**src/rtl/shadow_attr_pkg.sv**
```systemverilog
package shadow_attr_pkg;

   typedef enum logic [1:0] {
      ROUTE_INT  = 2'b00,
      ROUTE_EXT  = 2'b01,
      ROUTE_ANY  = 2'b10,
      ROUTE_NONE = 2'b11
   } route_e;

   localparam int unsigned PAGE_SHIFT     = 14;
   localparam int unsigned WIN_FIRST_PAGE = 40;   // 0xA0000 >> 14
   localparam int unsigned SHADOW_OFFSET  = 8;    // first shadowable page in the window
   localparam int unsigned SHADOW_PAGES   = 16;
   localparam int unsigned CFG_IDX_W      = 4;
   localparam int unsigned CFG_NREGS      = 1 << CFG_IDX_W;

   // configuration byte indices the decode depends on
   localparam int unsigned IDX_TOPSEG  = 0;
   localparam int unsigned IDX_GATES   = 2;
   localparam int unsigned IDX_FALLBK  = 7;
   localparam int unsigned IDX_EFSEG   = 12;
   localparam int unsigned IDX_CDSEG   = 13;

   localparam logic [7:0] TOP_SEG_TAG = 8'hFE;

endpackage

```
**src/rtl/shadow_attr_cfg.sv**
```systemverilog
module shadow_attr_cfg #(
   parameter int unsigned         NREGS     = 16,
   parameter int unsigned         IDX_W     = 4,
   parameter logic [NREGS-1:0]    WMASK     = '1,
   parameter logic [NREGS*8-1:0]  RST_IMAGE = '0
) (
   input  logic                    clk_i,
   input  logic                    rst_ni,
   input  logic                    we_i,
   input  logic [IDX_W-1:0]        idx_i,
   input  logic [7:0]              data_i,
   output logic [NREGS-1:0][7:0]   regs_o
);

   if (NREGS > (1 << IDX_W)) begin : g_bad_idx
      $error("shadow_attr_cfg: NREGS exceeds index range");
   end

   for (genvar g = 0; g < NREGS; g++) begin : g_reg
      if (WMASK[g]) begin : g_store
         logic [7:0] q;
         always_ff @(posedge clk_i or negedge rst_ni) begin
            if (!rst_ni) begin
               q <= RST_IMAGE[g*8 +: 8];
            end else if (we_i && (idx_i == IDX_W'(g))) begin
               q <= data_i;
            end
         end
         assign regs_o[g] = q;
      end else begin : g_const
         assign regs_o[g] = RST_IMAGE[g*8 +: 8];
      end
   end

endmodule

```
**src/rtl/shadow_attr_page.sv**
```systemverilog
module shadow_attr_page
   import shadow_attr_pkg::*;
(
   input  logic   en_i,
   input  logic   rd_gate_i,
   input  logic   wr_gate_i,
   input  logic   fb_any_i,
   output route_e rd_o,
   output route_e wr_o
);

   route_e fallback;

   assign fallback = fb_any_i ? ROUTE_ANY : ROUTE_EXT;
   assign rd_o     = (en_i && rd_gate_i) ? ROUTE_INT : fallback;
   assign wr_o     = (en_i && wr_gate_i) ? ROUTE_INT : fallback;

endmodule

```
**src/rtl/shadow_attr_hiregion.sv**
```systemverilog
module shadow_attr_hiregion
   import shadow_attr_pkg::*;
#(
   parameter logic [7:0] TAG   = 8'hFE,
   parameter bit         SPLIT = 1'b0
) (
   input  logic [7:0] seg_i,
   input  logic       half_i,
   input  logic [7:0] ctl_i,
   output logic       hit_o,
   output route_e     route_o
);

   logic sel_any;

   if (SPLIT) begin : g_split
      assign sel_any = half_i ? ctl_i[7] : ctl_i[6];
   end else begin : g_whole
      assign sel_any = ctl_i[6];
   end

   assign hit_o   = (seg_i == TAG);
   assign route_o = sel_any ? ROUTE_ANY : ROUTE_INT;

endmodule

```
**src/rtl/shadow_attr_dec.sv**
```systemverilog
module shadow_attr_dec
   import shadow_attr_pkg::*;
#(
   parameter int unsigned            ADDR_W    = 24,
   parameter int unsigned            NUM_SPLIT = 6,
   parameter logic [CFG_NREGS*8-1:0] RST_IMAGE = {{(CFG_NREGS-1){8'h00}}, 8'h02}
) (
   input  logic                  clk_i,
   input  logic                  rst_ni,
   input  logic                  cfg_we_i,
   input  logic [CFG_IDX_W-1:0]  cfg_idx_i,
   input  logic [7:0]            cfg_data_i,
   input  logic [ADDR_W-1:0]     addr_i,
   input  logic                  wr_i,
   input  logic                  ems_hit_i,
   output logic [1:0]            route_o
);

   localparam int unsigned NHI = NUM_SPLIT + 1;
   localparam logic [CFG_NREGS-1:0] WMASK =
      CFG_NREGS'((1 << (NUM_SPLIT + 1)) - 1) |
      (CFG_NREGS'(1) << IDX_GATES) | (CFG_NREGS'(1) << IDX_FALLBK) |
      (CFG_NREGS'(1) << IDX_EFSEG) | (CFG_NREGS'(1) << IDX_CDSEG);

   if (ADDR_W < 24) begin : g_bad_aw
      $error("shadow_attr_dec: ADDR_W must be at least 24");
   end
   if ((NUM_SPLIT < 1) || (NUM_SPLIT > 6)) begin : g_bad_split
      $error("shadow_attr_dec: NUM_SPLIT must be 1..6");
   end

   logic [CFG_NREGS-1:0][7:0] cfg;

   shadow_attr_cfg #(
      .NREGS     (CFG_NREGS),
      .IDX_W     (CFG_IDX_W),
      .WMASK     (WMASK),
      .RST_IMAGE (RST_IMAGE)
   ) u_cfg (
      .clk_i  (clk_i),
      .rst_ni (rst_ni),
      .we_i   (cfg_we_i),
      .idx_i  (cfg_idx_i),
      .data_i (cfg_data_i),
      .regs_o (cfg)
   );

   // ---------------- address fields ----------------
   logic       above_16m_zero;
   logic       below_1m;
   logic [5:0] page;
   logic       win_hit;
   logic [4:0] win_idx;
   logic [4:0] sh_off;
   logic [7:0] seg;

   if (ADDR_W > 24) begin : g_wide
      assign above_16m_zero = (addr_i[ADDR_W-1:24] == '0);
   end else begin : g_narrow
      assign above_16m_zero = 1'b1;
   end

   assign below_1m = above_16m_zero && (addr_i[23:20] == 4'h0);
   assign page     = addr_i[19:PAGE_SHIFT];
   assign win_hit  = below_1m && (page >= 6'(WIN_FIRST_PAGE));
   assign win_idx  = 5'(page - 6'(WIN_FIRST_PAGE));
   assign sh_off   = win_idx - 5'(SHADOW_OFFSET);
   assign seg      = addr_i[23:16];

   // ---------------- shadowable pages ----------------
   route_e pg_rd [SHADOW_PAGES];
   route_e pg_wr [SHADOW_PAGES];

   for (genvar g = 0; g < SHADOW_PAGES; g++) begin : g_page
      localparam int unsigned P = g + SHADOW_OFFSET;
      logic en, rg, wg, fb;
      if (P < 16) begin : g_cd
         assign en = cfg[IDX_CDSEG][(P - 8) >> 1];
         assign rg = cfg[IDX_GATES][2];
         assign wg = cfg[IDX_GATES][3];
         if (P < 12) begin : g_c
            assign fb = cfg[IDX_FALLBK][6];
         end else begin : g_d
            assign fb = cfg[IDX_FALLBK][7];
         end
      end else begin : g_ef
         assign en = cfg[IDX_EFSEG][((P - 8) >> 2) + 2];
         assign rg = cfg[IDX_GATES][0];
         assign wg = cfg[IDX_GATES][1];
         if (P < 20) begin : g_e
            assign fb = cfg[IDX_EFSEG][4];
         end else begin : g_f
            assign fb = 1'b1;
         end
      end
      shadow_attr_page u_page (
         .en_i      (en),
         .rd_gate_i (rg),
         .wr_gate_i (wg),
         .fb_any_i  (fb),
         .rd_o      (pg_rd[g]),
         .wr_o      (pg_wr[g])
      );
   end

   // ---------------- regions below 16 MB ----------------
   logic   hi_hit   [NHI];
   route_e hi_route [NHI];

   for (genvar k = 0; k < NHI; k++) begin : g_hi
      shadow_attr_hiregion #(
         .TAG   (TOP_SEG_TAG - 8'(k)),
         .SPLIT (k != 0)
      ) u_hi (
         .seg_i   (seg),
         .half_i  (addr_i[15]),
         .ctl_i   (cfg[k]),
         .hit_o   (hi_hit[k]),
         .route_o (hi_route[k])
      );
   end

   route_e hi_sel;
   logic   hi_any;

   always_comb begin
      hi_sel = ROUTE_NONE;
      hi_any = 1'b0;
      for (int k = 0; k < NHI; k++) begin
         if (hi_hit[k]) begin
            hi_any = 1'b1;
            hi_sel = hi_route[k];
         end
      end
      if (!above_16m_zero) begin
         hi_any = 1'b0;
      end
   end

   // ---------------- final priority ----------------
   route_e route;

   always_comb begin
      if (ems_hit_i) begin
         route = ROUTE_INT;
      end else if (win_hit) begin
         if (win_idx < 5'(SHADOW_OFFSET)) begin
            route = ROUTE_EXT;
         end else begin
            route = wr_i ? pg_wr[sh_off[3:0]] : pg_rd[sh_off[3:0]];
         end
      end else if (hi_any) begin
         route = hi_sel;
      end else begin
         route = ROUTE_NONE;
      end
   end

   assign route_o = route;

endmodule

```
**config.mk**
```make
export PLATFORM = sky130hd
export DESIGN_NAME = shadow_attr_dec
export DESIGN_NICKNAME = d
export VERILOG_FILES = /design/src/rtl/shadow_attr_pkg.sv /design/src/rtl/shadow_attr_cfg.sv /design/src/rtl/shadow_attr_page.sv /design/src/rtl/shadow_attr_hiregion.sv /design/src/rtl/shadow_attr_dec.sv
export SDC_FILE = /design/constraint.sdc
export NUM_CORES = 1
export LEC_CHECK = 0
export BUFFER_PORTS_ARGS = -buffer_cell sky130_fd_sc_hd__buf_2
export CAP_MARGIN = 5
export CORE_MARGIN = 2
export CORE_UTILIZATION = 40
export CTS_BUF_LIST = sky130_fd_sc_hd__clkbuf_8
export CTS_CLUSTER_SIZE = 12
export DETAILED_ROUTE_END_ITERATION = 7
export PLACE_DENSITY_LB_ADDON = 0.2
export SYNTH_ARGS = -nofsm -noshare
export SYNTH_HDL_FRONTEND = slang
export SYNTH_SLANG_ARGS = --single-unit
```
**constraint.sdc**
```tcl
create_clock -name clk_i -period 1.9 [get_ports clk_i]
set_input_delay 0.095 -clock clk_i [delete_from_list [all_inputs] [get_ports clk_i]]
set_output_delay 0.095 -clock clk_i [all_outputs]
set_load 0.02 [all_outputs]
```
==> run metrics <==
ANT cells 0; sequential fraction of the synthesis area 45.3%; Synthesis Warnings 0; Die Span X 62.7 um; Setup Slack @ Placement around 0.19 ns; Synth Cell Area 0.00138 mm2; # setup viols final 0; I/O pin cnt 43; core area ~0.0033 mm2; PwrDens 832 mW/mm2; Area Growth Syn to Fin 20.5%; Crit Path Class reg -> out; Leak between 0.7 and 0.8 nW; Avg Cell Area, Syn 11.4 um2; routed wl met3 107 um; status finished, final reports clean; top post-synthesis cells by area dfrtp_1 45%, mux2_2 14%, mux2_1 6.5%; Most flops, register u_cfg.g.g_store.q; Worst-path clk slew 0.08 ns; Num CTS Buffers 3; router iterations before antenna repair 4; Final TNS setup 0 ns; FMAX roughly 0.53 GHz; drc violations 0; Max IR drop VDD 0.315 mV; Final min period about 1.9 ns; largest area contributor in the netlist dfrtp_1; RSZ-0062 raised after global routing true; Initial Util 41.4%; DIE HEIGHT 62.7 um; Post-Synthesis Cells 121; H-tree levels 1; critical path's top delay family multiplexers; CP Launch Type flip-flop; CTS tree yes; share of cells above drive strength 1 between 30% and 40%; Starting DRT DRC Count 53; syn nets 162; Crit path largest cell delay 0.47 ns; Final WS setup 0.0174 ns; DR vias/cell 5.36; max reg flops 25; ANT nets after route 0; global-route wire length before repair between 5 and 6 mm; Routed WL per cell 15.0 um; Final Slew Violations 0; Max-Cap Viols 0; M1 WL 1.41 mm; Worst setup EP type primary output; worst hold path type in -> reg; Placer Congestion 0.832; Top Layer Used met4; initial antenna violation count 0; Overflow after GRT 0; IO buf count 27; CP arrival 1.79 ns; Final Hold Vio Count 0; period utilization 99.1%; CTS max path bufs 2; dpl hpwl 2.33 mm; Total Die Area 0.00394 mm2; Worst slew margin 63.8%; Root Buffer clkbuf_8; Vias 1077; critical path's slowest cell mux4_2; Worst Max-Slew Pin Slew 0.544 ns; Tot GR Track Use 16.6%; crit-path max FO 3; worst endpoint required time 1.80 ns; largest net degree at the start of global routing 26; latest clock arrival within the worst-skew pair approximately 0.27 ns; WL final slightly above 3 mm; clk_skew 0 ns; fin nets 197; critical-path cell list mux4_2 -> nand2_2 -> a2111oi_2 -> nor4_1 -> buf_2; Netlist cell types 32; Site Rows 21; biggest regs u_cfg.g.g_store.q (25); Synth top area share between 40% and 50%; Yosys reg bits 25; clock sink total 25; total power 0.00138 W; vias in the first global route 1136; met2 routed WL 1.45 mm; buffer and inverter count on the worst path 1
[synthesized netlist by cell type]
cell type  instances
mux2i_1            7
nand3_1            5
mux4_2             1
nand2b_1           4
and3_1             3
or3_1              1
a311oi_1           1
nor3b_2            1
inv_1              2
mux2_2            17
mux2_1             8
o21ai_0            4
nor4b_1            1
a211oi_1           2
buf_6              2
a21oi_1            2
a2111oi_0          1
nand2_1            5
or2_1              1
o211ai_1           1
a31oi_1            1
a2111oi_1          1
o32ai_1            1
nor3_1             3
nor2_1             7
nor3b_1            1
a32oi_1            1
nor2b_1            6
dfrtp_1           25
buf_2              1
nand3b_1           2
nor4_1             3
[worst paths after layout]
check / startpoint / endpoint / slack (ns) / cells after the start
worst max-delay path: u_cfg.g_reg[13].g_store.q[0]$_DFFE_PN0P_ / route_o[1] / 0.02 / 5
worst min register to register: u_cfg.g_reg[1].g_store.q[7]$_DFFE_PN0P_ / u_cfg.g_reg[1].g_store.q[7]$_DFFE_PN0P_ / 0.50 / 1
worst max register to register: u_cfg.g_reg[13].g_store.q[3]$_DFFE_PN0P_ / u_cfg.g_reg[13].g_store.q[3]$_DFFE_PN0P_ / 1.03 / 2
min in group asynchronous: rst_ni / u_cfg.g_reg[6].g_store.q[6]$_DFFE_PN0P_ / 0.33 / 2
worst min-delay path: cfg_data_i[4] / u_cfg.g_reg[12].g_store.q[4]$_DFFE_PN0P_ / 0.03 / 2
max in group asynchronous: rst_ni / u_cfg.g_reg[13].g_store.q[0]$_DFFE_PN0P_ / 1.21 / 2
[timing repair]
action                                  4_1_cts  5_1_grt
endpoints found under the hold margin        25        0
hold buffers                                  1        0
endpoints found under the setup margin        1        1
resized for setup                             5        2
setup buffers                                 0        3
pin swaps                                     1        3
[per-layer routing]
metal / up-vias / global-route usage (%)
li1: 517 / -
met1: 536 / 20.9
met2: 19 / 26.5
met3: 5 / 3.06
met4: 0 / 10.0
met5: - / 0
[worst reg2reg max path: stages, from the launching register on]
cell     delay [ns]
dfrtp_1        0.38
buf_4          0.14
mux2_2         0.25
[layout by cell type (no fill, tap or decap), drive strengths merged]
| master | n |
|---|---|
| and3 | 3 |
| nand3 | 5 |
| o32ai | 1 |
| nand2 | 5 |
| a32oi | 1 |
| or2 | 1 |
| clkbuf | 3 |
| inv | 3 |
| nand3b | 2 |
| nor4 | 3 |
| o211ai | 1 |
| a21oi | 2 |
| nor3b | 2 |
| a311oi | 1 |
| o21ai | 4 |
| nor2 | 7 |
| nor4b | 1 |
| a211oi | 2 |
| nor2b | 6 |
| dfrtp | 25 |
| nand2b | 4 |
| a31oi | 1 |
| nor3 | 3 |
| mux2 | 25 |
| buf | 32 |
| or3 | 1 |
| mux2i | 7 |
| a2111oi | 2 |
| mux4 | 1 |
| dlygate4sd3 | 1 |
[stage by stage]
step                util, %  area (um2)  instances  hold slack (ns)
floorplan                 -        1380        121           -0.201
global placement       46.8        1560        193           0.0983
detailed placement     46.8        1560        193            0.115
CTS                    49.0        1630        198           0.0291
global route           49.8        1660        201           0.0360
finish                 49.8        1660        201           0.0348
[kinds of logic after synthesis]
group	Yosys count	share of synthesized area (%)
and+or+nand+nor	43	17.5
muxes	33	27.1
DFF	25	45.3
AOI/OAI and AO/OA	15	7.53
buffers and inverters	5	2.54
[area by class of cell]
class / count / area (um2)
fill: 327 / 1670
multi-input combinational: 91 / 744
sequential: 25 / 626
timing repair buffer: 33 / 183
tap: 46 / 57.6
clock buffer: 3 / 41.3
inverter: 2 / 7.51
clock inverter: 1 / 3.75
[power by group]
part / leakage (nW) / internal, W / switching [W]
Combinational: 0.400 / 0.000194 / 0.000152
Sequential: 0.306 / 0.000655 / 0.0000760
Clock: 0.0269 / 0.000145 / 0.000162
No activity file was read; power rests on OpenSTA's default activity.
